--- src/rtl/pvr_pkg.sv ---
package pvr_pkg;
  localparam int NPH        = 3;
  localparam int CODE_W     = 2;
  localparam int FIELD_LSB  = 8;
  localparam int FIELD_SPAN = NPH * CODE_W;

  typedef logic [CODE_W-1:0] code_t;
  typedef logic [1:0]        idx_t;

  // Destination path of a source: rotation by the code, with 11 folded to 00.
  function automatic idx_t dest_of(input int unsigned src, input code_t c);
    int unsigned step;
    int unsigned d;
    step = (c == 2'b11) ? 0 : int'(unsigned'(c));
    d = src + step;
    if (d >= NPH) d = d - NPH;
    return idx_t'(d);
  endfunction
endpackage

--- src/rtl/pvr_cfg_regs.sv ---
module pvr_cfg_regs
  import pvr_pkg::*;
#(
  parameter int CFG_W = 16
) (
  input  logic                  clk,
  input  logic                  rst_n,
  input  logic                  wr_en,
  input  logic [CFG_W-1:0]      wr_data,
  output logic [CFG_W-1:0]      rd_data,
  output code_t [NPH-1:0]       codes
);
  logic [FIELD_SPAN-1:0] fld_q;
  logic                  unused_wr_bits;

  assign unused_wr_bits = ^wr_data;

  always_ff @(posedge clk) begin
    if (!rst_n) begin
      fld_q <= '0;
    end else if (wr_en) begin
      fld_q <= wr_data[FIELD_LSB +: FIELD_SPAN];
    end
  end

  always_comb begin
    rd_data = '0;
    rd_data[FIELD_LSB +: FIELD_SPAN] = fld_q;
  end

  for (genvar g = 0; g < NPH; g++) begin : g_code
    assign codes[g] = fld_q[g*CODE_W +: CODE_W];
  end
endmodule

--- src/rtl/pvr_route_map.sv ---
module pvr_route_map
  import pvr_pkg::*;
(
  input  code_t [NPH-1:0] codes,
  output idx_t  [NPH-1:0] dest,
  output logic  [NPH-1:0] path_has,
  output idx_t  [NPH-1:0] path_src,
  output logic  [NPH-1:0] src_win
);
  for (genvar g = 0; g < NPH; g++) begin : g_dest
    assign dest[g] = dest_of(g, codes[g]);
  end

  // Scan from the highest letter down so the lowest letter is written last.
  always_comb begin
    for (int p = 0; p < NPH; p++) begin
      path_has[p] = 1'b0;
      path_src[p] = '0;
      for (int s = NPH - 1; s >= 0; s--) begin
        if (dest[s] == idx_t'(p)) begin
          path_has[p] = 1'b1;
          path_src[p] = idx_t'(s);
        end
      end
    end
  end

  for (genvar g = 0; g < NPH; g++) begin : g_win
    assign src_win[g] = (path_src[dest[g]] == idx_t'(g));
  end
endmodule

--- src/rtl/pvr_path_slot.sv ---
module pvr_path_slot #(
  parameter int DATA_W = 24
) (
  input  logic              clk,
  input  logic              rst_n,
  input  logic              load,
  input  logic [DATA_W-1:0] load_data,
  input  logic              out_ready,
  output logic              out_valid,
  output logic [DATA_W-1:0] out_data,
  output logic              free
);
  logic              vld_q;
  logic [DATA_W-1:0] dat_q;

  assign free      = ~vld_q | out_ready;
  assign out_valid = vld_q;
  assign out_data  = vld_q ? dat_q : '0;

  always_ff @(posedge clk) begin
    if (!rst_n) begin
      vld_q <= 1'b0;
      dat_q <= '0;
    end else if (load) begin
      vld_q <= 1'b1;
      dat_q <= load_data;
    end else if (out_ready) begin
      vld_q <= 1'b0;
    end
  end
endmodule

--- src/rtl/phase_vroute.sv ---
module phase_vroute
  import pvr_pkg::*;
#(
  parameter int DATA_W = 24,
  parameter int CFG_W  = 16
) (
  input  logic                         clk,
  input  logic                         rst_n,
  input  logic                         cfg_wr_en,
  input  logic [CFG_W-1:0]             cfg_wr_data,
  output logic [CFG_W-1:0]             cfg_rd_data,
  input  logic [NPH-1:0]               vin_valid,
  output logic [NPH-1:0]               vin_ready,
  input  logic [NPH-1:0][DATA_W-1:0]   vin_data,
  output logic [NPH-1:0]               path_valid,
  input  logic [NPH-1:0]               path_ready,
  output logic [NPH-1:0][DATA_W-1:0]   path_data
);
  code_t [NPH-1:0] reg_codes;
  code_t [NPH-1:0] map_q;
  idx_t  [NPH-1:0] dest;
  idx_t  [NPH-1:0] path_src;
  logic  [NPH-1:0] path_has;
  logic  [NPH-1:0] src_win;
  logic  [NPH-1:0] slot_free;
  logic  [NPH-1:0] load;
  logic            boundary;

  pvr_cfg_regs #(.CFG_W(CFG_W)) u_regs (
    .clk     (clk),
    .rst_n   (rst_n),
    .wr_en   (cfg_wr_en),
    .wr_data (cfg_wr_data),
    .rd_data (cfg_rd_data),
    .codes   (reg_codes)
  );

  // Active routing is only refreshed at a sample boundary.
  assign boundary = &slot_free;

  always_ff @(posedge clk) begin
    if (!rst_n) begin
      map_q <= '0;
    end else if (boundary) begin
      map_q <= reg_codes;
    end
  end

  pvr_route_map u_map (
    .codes    (map_q),
    .dest     (dest),
    .path_has (path_has),
    .path_src (path_src),
    .src_win  (src_win)
  );

  for (genvar p = 0; p < NPH; p++) begin : g_path
    assign load[p] = path_has[p] & vin_valid[path_src[p]] & slot_free[p];

    pvr_path_slot #(.DATA_W(DATA_W)) u_slot (
      .clk       (clk),
      .rst_n     (rst_n),
      .load      (load[p]),
      .load_data (vin_data[path_src[p]]),
      .out_ready (path_ready[p]),
      .out_valid (path_valid[p]),
      .out_data  (path_data[p]),
      .free      (slot_free[p])
    );
  end

  for (genvar s = 0; s < NPH; s++) begin : g_src
    assign vin_ready[s] = src_win[s] ? slot_free[dest[s]] : 1'b1;
  end
endmodule

--- config.mk ---
export PLATFORM = sky130hd
export DESIGN_NAME = phase_vroute
export DESIGN_NICKNAME = d
export VERILOG_FILES = /design/src/rtl/pvr_pkg.sv /design/src/rtl/pvr_cfg_regs.sv /design/src/rtl/pvr_route_map.sv /design/src/rtl/pvr_path_slot.sv /design/src/rtl/phase_vroute.sv
export SDC_FILE = /design/constraint.sdc
export NUM_CORES = 1
export LEC_CHECK = 0
export BUFFER_PORTS_ARGS = -buffer_cell sky130_fd_sc_hd__buf_2
export CELL_PAD_IN_SITES_DETAIL_PLACEMENT = 0
export CELL_PAD_IN_SITES_GLOBAL_PLACEMENT = 1
export CORE_MARGIN = 3
export CORE_UTILIZATION = 30
export CTS_CLUSTER_SIZE = 20
export DETAILED_ROUTE_END_ITERATION = 8
export PLACE_DENSITY_LB_ADDON = 0.15
export SLEW_MARGIN = 20
export SYNTH_ARGS = -nofsm -noshare
export SYNTH_HDL_FRONTEND = slang
export SYNTH_SLANG_ARGS = --single-unit
export TNS_END_PERCENT = 10
--- constraint.sdc ---
create_clock -name clk -period 2.2 [get_ports clk]
set_clock_uncertainty 0.15 [all_clocks]
set_input_delay 0.33 -clock clk [delete_from_list [all_inputs] [get_ports clk]]
set_output_delay 0.33 -clock clk [all_outputs]
set_load 0.1 [all_outputs]
; ---- After elaboration in Yosys (flattened, before gate mapping)
; Index checks and enable logic that the tools add are counted.
[word_totals]
out_inout_bits = 94
elab_cells = 115
ff_bits = 87
in_bits = 97
[op_classes]
muxes = 60
add_sub_neg = 5
n_lt_le_gt_ge = 9
eq_ne = 11
reduce_logical = 8
bitwise_logic = 12
[op_table]
columns = cell, count
row1 = $bmux W24 S2, 3
row2 = $mux W24, 6
row3 = $ge A32 B2 Y1 const B, 3
row4 = $mux W2, 18
row5 = $mux W1, 24
row6 = $lt A2 B3 Y1 const B, 6
row7 = $eq A2 B2 Y1 const B, 7
row8 = $bmux W1 S2, 6
row9 = $bmux W2 S2, 3
row10 = $eq A2 B1 Y1 const B, 4
row11 = $logic_not A2 Y1, 4
row12 = $and A1 B1 Y1, 6
row13 = $reduce_bool A2 Y1, 3
row14 = $sub A2 B2 Y2 const B, 3
row15 = $add A1 B2 Y3 const A, 1
row16 = $add A2 B2 Y3 const A, 1
row17 = $not A1 Y1, 3
row18 = $or A1 B1 Y1, 3
row19 = $reduce_and A3 Y1, 1

; ---- Depth between registers and ports, before layout
; Gate-level depths: netlist (run 1).
[depth]
word_depth = 14
ltp_mapped = 8

; ---- Cells and area by module
; Synthesis (run 1) repeated with hierarchy kept, for this count alone.
[unflattened]
hier_cells = 686
hier_area_um2 = 6004.5
[modules_own_cells]
columns = mod, area_each_um2, n_inst, cells_per_inst
row1 = pvr_path_slot, 1124.8, 3, 107
row2 = phase_vroute, 1974.4, 1, 291
row3 = pvr_cfg_regs, 352.8, 1, 36
row4 = pvr_route_map, 302.8, 1, 38

; ---- Worst setup path before layout (run 1)
; No wires, ideal clock.
[synth_path]
path_kind = register -> output
start = reg map_q[0] (netlist name)
end = out vin_ready[0]
path_stages_with_launch = 8
arrival_time_ns = 3.731
n_path_buf = 2
t_required_ns = 1.720
path_slack_ns = -2.011
path_cell_list = dfxtp_1 -> inv_1 -> ha_1 -> o21ba_1 -> buf_2 -> clkbuf_1 -> nor4_1 -> a211oi_1
[synth_between]
elab_chain_cells = 10
elab_cells_between_ends = 17
classes_between = add/sub (1) / order compare (1) / eq/ne (3) / mux (10) / reduce/logical (2)
[synth_rtl]
columns = item, line
row1 = start: declaration, phase_vroute.sv:20  ; code_t [NPH-1:0] map_q;
row2 = start signal: assignment, phase_vroute.sv:45  ; map_q <= reg_codes;
row3 = $eq A2 B2 Y1, pvr_pkg.sv:14  ; step = (c == 2'b11) ? 0 : int'(unsigned'(c));
row4 = $mux W2 *, pvr_pkg.sv:14
row5 = $ge A32 B2 Y1 or $sub A2 B2 Y2 (tied branches), pvr_pkg.sv:16  ; if (d >= NPH) d = d - NPH;
row6 = $mux W2 *, pvr_pkg.sv:16
row7 = $eq A2 B1 Y1 (tied with other cells), pvr_route_map.sv:20  ; if (dest[s] == idx_t'(p)) begin
row8 = $mux W2, pvr_route_map.sv:20
row9 = $bmux W2 S2, pvr_route_map.sv:29  ; assign src_win[g] = (path_src[dest[g]] == idx_t'(g));
row10 = $mux W2 (implied by the code), pvr_route_map.sv:29
row11 = $logic_not A2 Y1, pvr_route_map.sv:29
row12 = $mux W1 *, phase_vroute.sv:73  ; assign vin_ready[s] = src_win[s] ? slot_free[dest[s]] : 1'b1;
row13 = end: declaration, phase_vroute.sv:13  ; output logic [NPH-1:0] vin_ready,
; Every way passes the cells marked *; elsewhere a longest branch is shown, timed or not. The select of a mux whose other input is x is not followed.

; ---- Worst setup path in the final report (run 1)
[layout_path]
start = reg map_q[0] (netlist name)
end = out vin_ready[1]
[layout_between]
elab_chain_cells = 10
elab_cells_between_ends = 15
classes_between = add/sub (1) / order compare (1) / eq/ne (4) / mux (8) / reduce/logical (1)
[layout_rtl]
columns = item, line
row1 = $eq A2 B2 Y1, pvr_pkg.sv:14
row2 = $mux W2 *, pvr_pkg.sv:14
row3 = $ge A32 B2 Y1 or $sub A2 B2 Y2 (tied branches), pvr_pkg.sv:16
row4 = $mux W2 *, pvr_pkg.sv:16
row5 = $eq A2 B1 Y1 (tied with other cells), pvr_route_map.sv:20
row6 = $mux W2, pvr_route_map.sv:20
row7 = $bmux W2 S2 *, pvr_route_map.sv:29
row8 = $mux W2 (implied by the code) *, pvr_route_map.sv:29
row9 = $eq A2 B1 Y1 *, pvr_route_map.sv:29
row10 = $mux W1 *, phase_vroute.sv:73
; Marks and branches as above.

==> results of run 1 <==
[state kept, by name, summed over array words and instances, names as in the netlist]
register / flops
map_q: 6
g_path.u_slot.dat_q: 72
g_path.u_slot.out_valid: 3
u_regs.codes: 6
[worst register-to-register path: cells and delay by family (launching register included)]
| family | cells | cell delay (ps) |
|---|---|---|
| buffers and inverters | 4 | 510 |
| AND/OR/NAND/NOR | 1 | 250 |
| flip-flops | 1 | 370 |
| adder cells (fa/ha/maj) | 1 | 290 |
| AO/OA/AOI/OAI | 2 | 450 |
[final timing paths]
kind / start / endpoint / slack [ps] / cells past startpoint
worst max register to register: map_q[2] / g_path[1].u_slot.dat_q[21] / 60 / 8
worst min-delay path: cfg_wr_data[11] / u_regs.codes[3] / 70 / 3
worst max-delay path: map_q[0] / vin_ready[1] / -80 / 6
worst min register to register: g_path[2].u_slot.dat_q[23] / g_path[2].u_slot.dat_q[23] / 320 / 2
[cells in the mapped netlist (3+ instances only)]
| cell | count | area [sq um] |
|---|---|---|
| dfxtp_1 | 87 | 1740 |
| mux2i_1 | 7 | 70.1 |
| nor2b_1 | 3 | 18.8 |
| nand4_1 | 29 | 181 |
| clkbuf_1 | 81 | 304 |
| a21o_1 | 51 | 383 |
| and2_1 | 72 | 450 |
| or4b_1 | 72 | 721 |
| nand2b_1 | 31 | 194 |
| or3b_1 | 31 | 272 |
| nand2_1 | 49 | 184 |
| ha_1 | 9 | 113 |
| o21ba_1 | 3 | 30.0 |
| buf_4 | 13 | 97.6 |
| buf_2 | 17 | 85.1 |
| inv_1 | 7 | 26.3 |
| a21oi_1 | 9 | 45.0 |
| nor2_1 | 6 | 22.5 |
| o211ai_2 | 20 | 250 |
| o211ai_1 | 61 | 458 |
| buf_6 | 4 | 45.0 |
| or3b_2 | 5 | 43.8 |
| o221ai_1 | 84 | 736 |
| o31ai_1 | 7 | 52.6 |
[cell type report]
class                           count  area share
Timing Repair Buffer              219       0.263
Clock buffer                        9      0.0233
Antenna cell                        1    0.000259
Multi-Input combinational cell    583       0.484
Tap cell                          280      0.0363
Clock inverter                      7     0.00791
Inverter                            7     0.00298
Sequential cell                    87       0.182
[metal layers]
metal,GRT usage,part of all wire
met3,0.0341,0.062
met2,0.298,0.44
met5,0,0
met4,0.0526,0.014
met1,0.315,0.48
[cells by family after synthesis]
family | synth area share
flip-flops | 0.258
AO/OA/AOI/OAI | 0.306
buffers and inverters | 0.0838
adder cells (fa/ha/maj) | 0.0167
multiplexers | 0.0104
other | 0.000556
AND/OR/NAND/NOR | 0.324
[where the power goes]
| group | internal [mW] | switching [mW] | leakage, nW |
|---|---|---|---|
| Combinational | 0.887 | 1.60 | 2.72 |
| Sequential | 1.77 | 0.129 | 0.721 |
| Clock | 0.896 | 0.742 | 0.151 |
| Total | 3.55 | 2.47 | 3.59 |
[what timing repair did]
item,in CTS,in global routing
pin swaps,5,4
resized for setup,20,9
setup endpoints to repair,3,43
buffers inserted,5,1
cloned,0,2
==> flow_metrics.env, run 1 <==
export IMPL_initialDrtViolationCount=486
export IMPL_hold_class="in2reg"
export IMPL_post_drt_wl_per_cell_um=21.6
export IMPL_crit_chain="inv_4, ha_4, nand2b_4, o32a_1, o32a_1, buf_12"
export IMPL_cts_hold_buf=0
export IMPL_setup_ws_ps=-81.9
export IMPL_htreeDepth=3
export IMPL_register_area_sq_um=1760
export IMPL_final_nets=1013
export IMPL_routed_wirelength_um=25800
export IMPL_grt_use_total=0.206
export IMPL_final_area_sq_um=9650
export IMPL_clkTransAtPathRegs_ps=70
export IMPL_cts_tree="done"
export IMPL_setup_violations=2
export IMPL_synthFlopType="dfxtp_1"
export IMPL_firstDrtPassIters=5
export IMPL_ys_warn_count=0
export IMPL_pre_cts_ws_ps=93.9
export IMPL_total_power_mw=6.03
export IMPL_fin_tns_setup_ps=-141
export IMPL_start_util=0.307
export IMPL_die_w_um=156
export IMPL_post_drt_via_cell_ratio=5.73
export IMPL_cts_sinks=87
export IMPL_arrival_ps=1800
export IMPL_worstPathRequired_ps=1720
export IMPL_grt_pass1_wl_um=39600
export IMPL_period_needed_ps=2280
export IMPL_cts_path_max_buffers=2
export IMPL_max_freq_ghz=0.438
export IMPL_synth_distinct_cells=43
export IMPL_tightest_slew_ps=546
export IMPL_gp_congestion=0.840
export IMPL_clk_latency_ps=350
export IMPL_finalHoldViolCount=0
export IMPL_final_cell_mix="buf_2 (94), buf_12 (86), o221ai_1 (84)"
export IMPL_crit_path_max_incr_delay_ps=360
export IMPL_p_leak_nw=3.59
export IMPL_crit_buf_inv=2
export IMPL_final_common_cell="buf_2"
export IMPL_violations="negative setup slack"
export IMPL_synth_edff_count=0
export IMPL_io_pins=191
export IMPL_synthArstFlopShare=0
export IMPL_seq_area_frac_synth=0.258
export IMPL_dp_hpwl_um=18600
export IMPL_whs_ps=65.9
export IMPL_rows=54
export IMPL_synth_seq_cells=87
export IMPL_slew_headroom=0.635
export IMPL_cts_root_buffer="clkbuf_16"
export IMPL_num_vias=6840
export IMPL_power_density_nw_per_um2=625
export IMPL_slowest_stage="dfxtp_4"
export IMPL_worst_setup_path_start_kind="register"
export IMPL_core_area_sq_um=22000
export IMPL_crit_family="compound AO/OA/AOI/OAI gates"
export IMPL_peakVddDrop_v=0.000354
export IMPL_multi_input_comb_area_sq_um=4670
export IMPL_cts_inserted_buffers=9
export IMPL_grt_pass1_vias=6285
export IMPL_syn_to_final_growth_pct=43.0
export IMPL_grt_overflow_total=0
export IMPL_stdcell_count=1193
export IMPL_drtAntennaViolNets=0
export IMPL_rsz0062_at_grt="yes"
export IMPL_numPortBuffers=170
export IMPL_crit_top_cell="o32a_1"
export IMPL_drive_above_1_share=0.322
export IMPL_placed_area_sq_um=9110
export IMPL_syn_area_per_cell_sq_um=8.60
export IMPL_max_cap_violations=0
export IMPL_status="complete, but fails checks"
export IMPL_dpl_cell_count=1168
export IMPL_timing_final_crit_share=1.04
export IMPL_worstSetupEndpointType="output port"
export IMPL_die_h_um=156
export IMPL_report_final_slew_viol_count=0
export IMPL_antenna_found_initial=1
export IMPL_drc=0
export IMPL_post_route_util=0.439
export IMPL_dieArea_sq_um=24300
export IMPL_crit_fanout=4
export IMPL_fillCellCount=2133
export IMPL_crit_type="reg2out"
export IMPL_syn_inst=785
export IMPL_grt_start_max_net_pins=50
export IMPL_synth_area_sq_um=6750
Note: power is estimated with default switching activity, not from simulation.
==> run 2, diff against run 1 <==
--- a/config.mk
+++ b/config.mk
@@ -9,7 +9,7 @@
 export CELL_PAD_IN_SITES_DETAIL_PLACEMENT = 0
 export CELL_PAD_IN_SITES_GLOBAL_PLACEMENT = 1
 export CORE_MARGIN = 3
-export CORE_UTILIZATION = 30
+export CORE_UTILIZATION = 35
 export CTS_CLUSTER_SIZE = 20
 export DETAILED_ROUTE_END_ITERATION = 8
 export PLACE_DENSITY_LB_ADDON = 0.15
==> run 2 against run 1 <==
Effect of this change:
- the run still ends with negative setup slack left
- core utilization is 7.0 points higher
- non-clock buffer count is 2 lower
- cell area is 0.67% lower
==> flow_metrics.env, run 2 (same netlist as run 1, synthesis figures left out) <==
export IMPL_status="complete, but fails checks"
export IMPL_violations="negative setup slack"
export IMPL_pre_cts_ws_ps=-146
export IMPL_cts_sinks=87
export IMPL_timing_final_crit_share=1.06
export IMPL_arrival_ps=1840
export IMPL_firstDrtPassIters=5
export IMPL_tightest_slew_ps=637
export IMPL_p_leak_nw=3.56
export IMPL_crit_buf_inv=2
export IMPL_fillCellCount=1749
export IMPL_routed_wirelength_um=25700
export IMPL_htreeDepth=3
export IMPL_drive_above_1_share=0.322
export IMPL_final_common_cell="buf_2"
export IMPL_period_needed_ps=2320
export IMPL_report_final_slew_viol_count=0
export IMPL_stdcell_count=1170
export IMPL_worstSetupEndpointType="output port"
export IMPL_final_area_sq_um=9580
export IMPL_core_area_sq_um=18800
export IMPL_grt_overflow_total=0
export IMPL_dpl_cell_count=1146
export IMPL_start_util=0.358
export IMPL_grt_start_max_net_pins=53
export IMPL_hold_class="in2reg"
export IMPL_peakVddDrop_v=0.000371
export IMPL_finalHoldViolCount=0
export IMPL_cts_tree="done"
export IMPL_total_power_mw=6.14
export IMPL_rsz0062_at_grt="yes"
export IMPL_crit_top_cell="o32a_1"
export IMPL_post_drt_wl_per_cell_um=21.9
export IMPL_antenna_found_initial=0
export IMPL_crit_type="reg2out"
export IMPL_regMostFlops="g_path.u_slot.dat_q"
export IMPL_final_cell_mix="buf_2 (94), o221ai_1 (84), buf_12 (84)"
export IMPL_max_freq_ghz=0.430
export IMPL_crit_chain="inv_4, ha_4, nand2b_4, o32a_1, o32a_1, buf_12"
export IMPL_worstPathRequired_ps=1720
export IMPL_gp_congestion=0.886
export IMPL_clk_latency_ps=350
export IMPL_drtAntennaViolNets=0
export IMPL_rows=50
export IMPL_cts_path_max_buffers=2
export IMPL_dieArea_sq_um=21000
export IMPL_crit_family="compound AO/OA/AOI/OAI gates"
export IMPL_dp_hpwl_um=18500
export IMPL_crit_path_max_incr_delay_ps=380
export IMPL_cts_root_buffer="clkbuf_16"
export IMPL_post_drt_via_cell_ratio=5.99
export IMPL_grt_pass1_wl_um=39300
export IMPL_die_w_um=145
export IMPL_clkTransAtPathRegs_ps=80
export IMPL_drc=0
export IMPL_max_cap_violations=0
export IMPL_placed_area_sq_um=9040
export IMPL_numPortBuffers=170
export IMPL_initialDrtViolationCount=668
export IMPL_crit_fanout=4
export IMPL_grt_pass1_vias=6456
export IMPL_slowest_stage="dfxtp_4"
export IMPL_slew_headroom=0.574
export IMPL_antennaDiodeCount=0
export IMPL_setup_ws_ps=-123
export IMPL_io_pins=191
export IMPL_worst_setup_path_start_kind="register"
export IMPL_grt_use_total=0.242
export IMPL_setup_violations=3
export IMPL_cts_inserted_buffers=9
export IMPL_num_vias=7007
export IMPL_syn_to_final_growth_pct=42.0
export IMPL_largest_reg_flops=72
export IMPL_final_nets=1011
export IMPL_post_route_util=0.509
export IMPL_die_h_um=145
export IMPL_power_density_nw_per_um2=641
-- run 2: cell types whose count changed in the layout (fill, tap and decap cells not counted), moves of 2 or more --
cell,delta
buf_12,-2
clkbuf_16,-2
nor4_4,+2
dfxtp_2,-2
nor4_2,-2
buf_4,+3
-- run 2: worst paths after layout --
check                                             endpoint  cells past startpoint  slack [ps]                        from
worst max-delay path                          vin_ready[1]                      6        -120                    map_q[0]
worst min-delay path                       u_regs.codes[1]                      3          60              cfg_wr_data[9]
worst max register to register  g_path[0].u_slot.dat_q[10]                      6         110                    map_q[0]
worst min register to register  g_path[2].u_slot.dat_q[23]                      2         310  g_path[2].u_slot.dat_q[23]
-- run 2: worst reg2reg max path, delay by kind of cell, from the launching register on --
kind / cells / cell delay, ps
buffers and inverters: 2 / 280
DFF: 1 / 380
adders and majority gates: 1 / 240
and+or+nand+nor: 1 / 550
AOI/OAI and AO/OA: 2 / 370
-- run 2: metal layers --
metal	part of all wire	global-route usage	vias up
met5	0	0	-
met4	0.012	0.0530	0
met3	0.063	0.0342	21
li1	-	-	3292
met1	0.47	0.370	3414
met2	0.46	0.359	280
-- run 2: power breakdown --
part / internal, mW / leakage, nW / switching, mW / total [mW]
Clock: 1.04 / 0.163 / 0.728 / 1.77
Combinational: 0.868 / 2.68 / 1.62 / 2.48
Sequential: 1.77 / 0.721 / 0.124 / 1.89
Total: 3.67 / 3.56 / 2.47 / 6.14
-- run 2: final cells by class --
| class | instances | area [sq um] | area share |
|---|---|---|---|
| inverter | 7 | 28.8 | 0.00300 |
| tap | 260 | 325 | 0.0339 |
| clock inverter | 6 | 91.3 | 0.00953 |
| clock buffer | 10 | 239 | 0.0249 |
| timing repair buffer | 217 | 2450 | 0.256 |
| sequential | 87 | 1760 | 0.183 |
| multi-input combinational | 583 | 4690 | 0.489 |
-- run 2: what timing repair did --
action / CTS / global route
pin swaps: 6 / 1
buffers inserted: 8 / 0
gates resized for setup: 27 / 5
endpoints found under the setup margin: 27 / 3
hold buffers: 0 / 0
-- run 2: metrics by stage --
stage                     hold WS (ps)  setup TNS, ps
after CTS                         55.1           -298
after detailed placement           293          -2490
after floorplan                    280           -870
final                             58.8           -286
after global placement             299           -546
after global routing              76.9           -446
==> run 3, diff against run 2 <==
--- a/config.mk
+++ b/config.mk
@@ -9,7 +9,7 @@
 export CELL_PAD_IN_SITES_DETAIL_PLACEMENT = 0
 export CELL_PAD_IN_SITES_GLOBAL_PLACEMENT = 1
 export CORE_MARGIN = 3
-export CORE_UTILIZATION = 35
+export CORE_UTILIZATION = 39
 export CTS_CLUSTER_SIZE = 20
 export DETAILED_ROUTE_END_ITERATION = 8
 export PLACE_DENSITY_LB_ADDON = 0.15
==> constraint.sdc (replaced) <==
create_clock -name clk -period 2.6 [get_ports clk]
set_clock_uncertainty 0.15 [all_clocks]
set_input_delay 0.13 -clock clk [delete_from_list [all_inputs] [get_ports clk]]
set_output_delay 0.13 -clock clk [all_outputs]
set_load 0.1 [all_outputs]
==> run 3 against run 2 <==
Effect of this change:
- the flow now finishes without violations
- cell count decreased by 3.5%
- largest power group unchanged
- first-iteration DRC count decreased by 1.8%
- non-clock buffer count decreased by 1
- total power decreased by 22%
- cell area decreased by 15%
- sequential cell count unchanged
- count of clock-buffer cells in the layout decreased by 1
- via count increased by 0.14%
- global-route usage increased by 1.5 points
- die area decreased by 9.8%
- critical endpoint is now vin_ready[2]
==> flow_metrics.env, run 3 (same netlist as run 1, synthesis figures left out) <==
export IMPL_clkTransAtPathRegs_ps=70
export IMPL_dieArea_sq_um=18900
export IMPL_syn_to_final_growth_pct=20.5
export IMPL_htreeDepth=3
export IMPL_grt_pass1_vias=6481
export IMPL_num_vias=7017
export IMPL_slew_headroom=0.400
export IMPL_clk_latency_ps=350
export IMPL_cts_tree="done"
export IMPL_drtAntennaViolNets=0
export IMPL_peakVddDrop_v=0.000307
export IMPL_cts_path_max_buffers=2
export IMPL_seqPwrFrac=0.334
export IMPL_status="finished clean"
export IMPL_multi_input_comb_area_sq_um=4540
export IMPL_fin_tns_setup_ps=0
export IMPL_final_nets=1010
export IMPL_dp_hpwl_um=17800
export IMPL_max_freq_ghz=0.396
export IMPL_tightest_slew_ps=899
export IMPL_pre_cts_ws_ps=138
export IMPL_grt_pass1_wl_um=37600
export IMPL_drc=0
export IMPL_grt_use_total=0.257
export IMPL_cts_root_buffer="clkbuf_16"
export IMPL_final_cell_mix="buf_2 (168), dfxtp_1 (87), o221ai_1 (84)"
export IMPL_fillCellCount=1662
export IMPL_register_area_sq_um=1740
export IMPL_start_util=0.403
export IMPL_post_drt_via_cell_ratio=6.22
export IMPL_cts_sinks=87
export IMPL_hold_class="in2reg"
export IMPL_arrival_ps=2240
export IMPL_numPortBuffers=170
export IMPL_whs_ps=28.7
export IMPL_p_sw_mw=2.03
export IMPL_regMostFlops="g_path.u_slot.dat_q"
export IMPL_cts_inserted_buffers=9
export IMPL_antenna_found_initial=0
export IMPL_worstPathRequired_ps=2320
export IMPL_timing_final_crit_share=0.970
export IMPL_worstSetupEndpointType="output port"
export IMPL_period_needed_ps=2520
export IMPL_drive_above_1_share=0.293
export IMPL_core_area_sq_um=16800
export IMPL_initialDrtViolationCount=656
export IMPL_crit_fanout=10
export IMPL_gp_congestion=0.859
export IMPL_report_final_slew_viol_count=0
export IMPL_die_h_um=138
export IMPL_total_power_mw=4.78
export IMPL_combPwrFrac=0.378
export IMPL_grt_overflow_total=0
export IMPL_firstDrtPassIters=5
export IMPL_setup_violations=0
export IMPL_crit_type="reg2out"
export IMPL_routed_wirelength_um=25000
export IMPL_setup_ws_ps=77.0
export IMPL_p_leak_nw=3.24
export IMPL_largest_reg_flops=72
export IMPL_io_pins=191
export IMPL_worst_setup_path_start_kind="register"
export IMPL_grt_start_max_net_pins=53
export IMPL_intPower_mw=2.75
export IMPL_p_clk_frac=0.288
export IMPL_antennaDiodeCount=0
export IMPL_final_common_cell="buf_2"
export IMPL_rsz0062_at_grt="yes"
export IMPL_rows=47
export IMPL_power_density_nw_per_um2=588
export IMPL_max_cap_violations=0
export IMPL_die_w_um=138
export IMPL_finalHoldViolCount=0
export IMPL_post_drt_wl_per_cell_um=22.2
export IMPL_p_sw_frac=0.424
-- run 3: path summary, 6_finish.rpt --
| kind | from | end | slack (ps) | cells past startpoint |
|---|---|---|---|---|
| setup reg to reg | map_q[0] | g_path[0].u_slot.dat_q[10] | 190 | 6 |
| setup / recovery | map_q[0] | vin_ready[2] | 80 | 5 |
| hold / removal | cfg_wr_en | u_regs.codes[1] | 30 | 3 |
| hold reg to reg | g_path[2].u_slot.dat_q[23] | g_path[2].u_slot.dat_q[23] | 310 | 2 |
-- run 3: layout make-up --
| class | instances | area share |
|---|---|---|
| timing repair buffer | 216 | 0.153 |
| inverter | 7 | 0.00323 |
| clock inverter | 7 | 0.00985 |
| multi-input combinational | 583 | 0.558 |
| sequential | 87 | 0.214 |
| clock buffer | 9 | 0.0277 |
| tap | 220 | 0.0339 |
-- run 3: routing by layer --
| metal | share of wire | global-route usage | vias up | routed length, um |
|---|---|---|---|---|
| met5 | 0 | 0 | - | 0 |
| met4 | 0.021 | 0.0765 | 0 | 518 |
| li1 | - | - | 3306 | - |
| met3 | 0.084 | 0.0559 | 38 | 2100 |
| met2 | 0.45 | 0.390 | 274 | 11400 |
| met1 | 0.44 | 0.365 | 3399 | 11000 |
-- run 3: worst max-delay path: stages (launching register included) --
cell and delay, ps:
dfxtp_1 400, inv_1 90, ha_1 430, nor4_1 560, o31ai_4 100, buf_2 310
-- run 3: per-stage QoR --
stage | area (sq um) | std cells | util
after floorplan | 6810 | 794 | -
after global placement | 7730 | 1107 | 0.462
after detailed placement | 7730 | 1107 | 0.462
after CTS | 8110 | 1129 | 0.484
after global routing | 8130 | 1129 | 0.485
final | 8130 | 1129 | 0.485
-- run 3: what timing repair did --
action	CTS	global route
hold buffers	6	0
resized for setup	5	4
hold endpoints to repair	6	0
setup buffers	0	0
endpoints found under the setup margin	2	3
-- run 3: power groups by stage --
stage	logic [mW]	registers (mW)	clock network, mW
2_1_floorplan	1.31	1.63	0
3_3_place_gp	1.76	1.62	0
3_5_place_dp	1.78	1.63	0
4_1_cts	1.80	1.60	1.40
5_1_grt	1.91	1.62	1.45
6_report	1.81	1.60	1.38
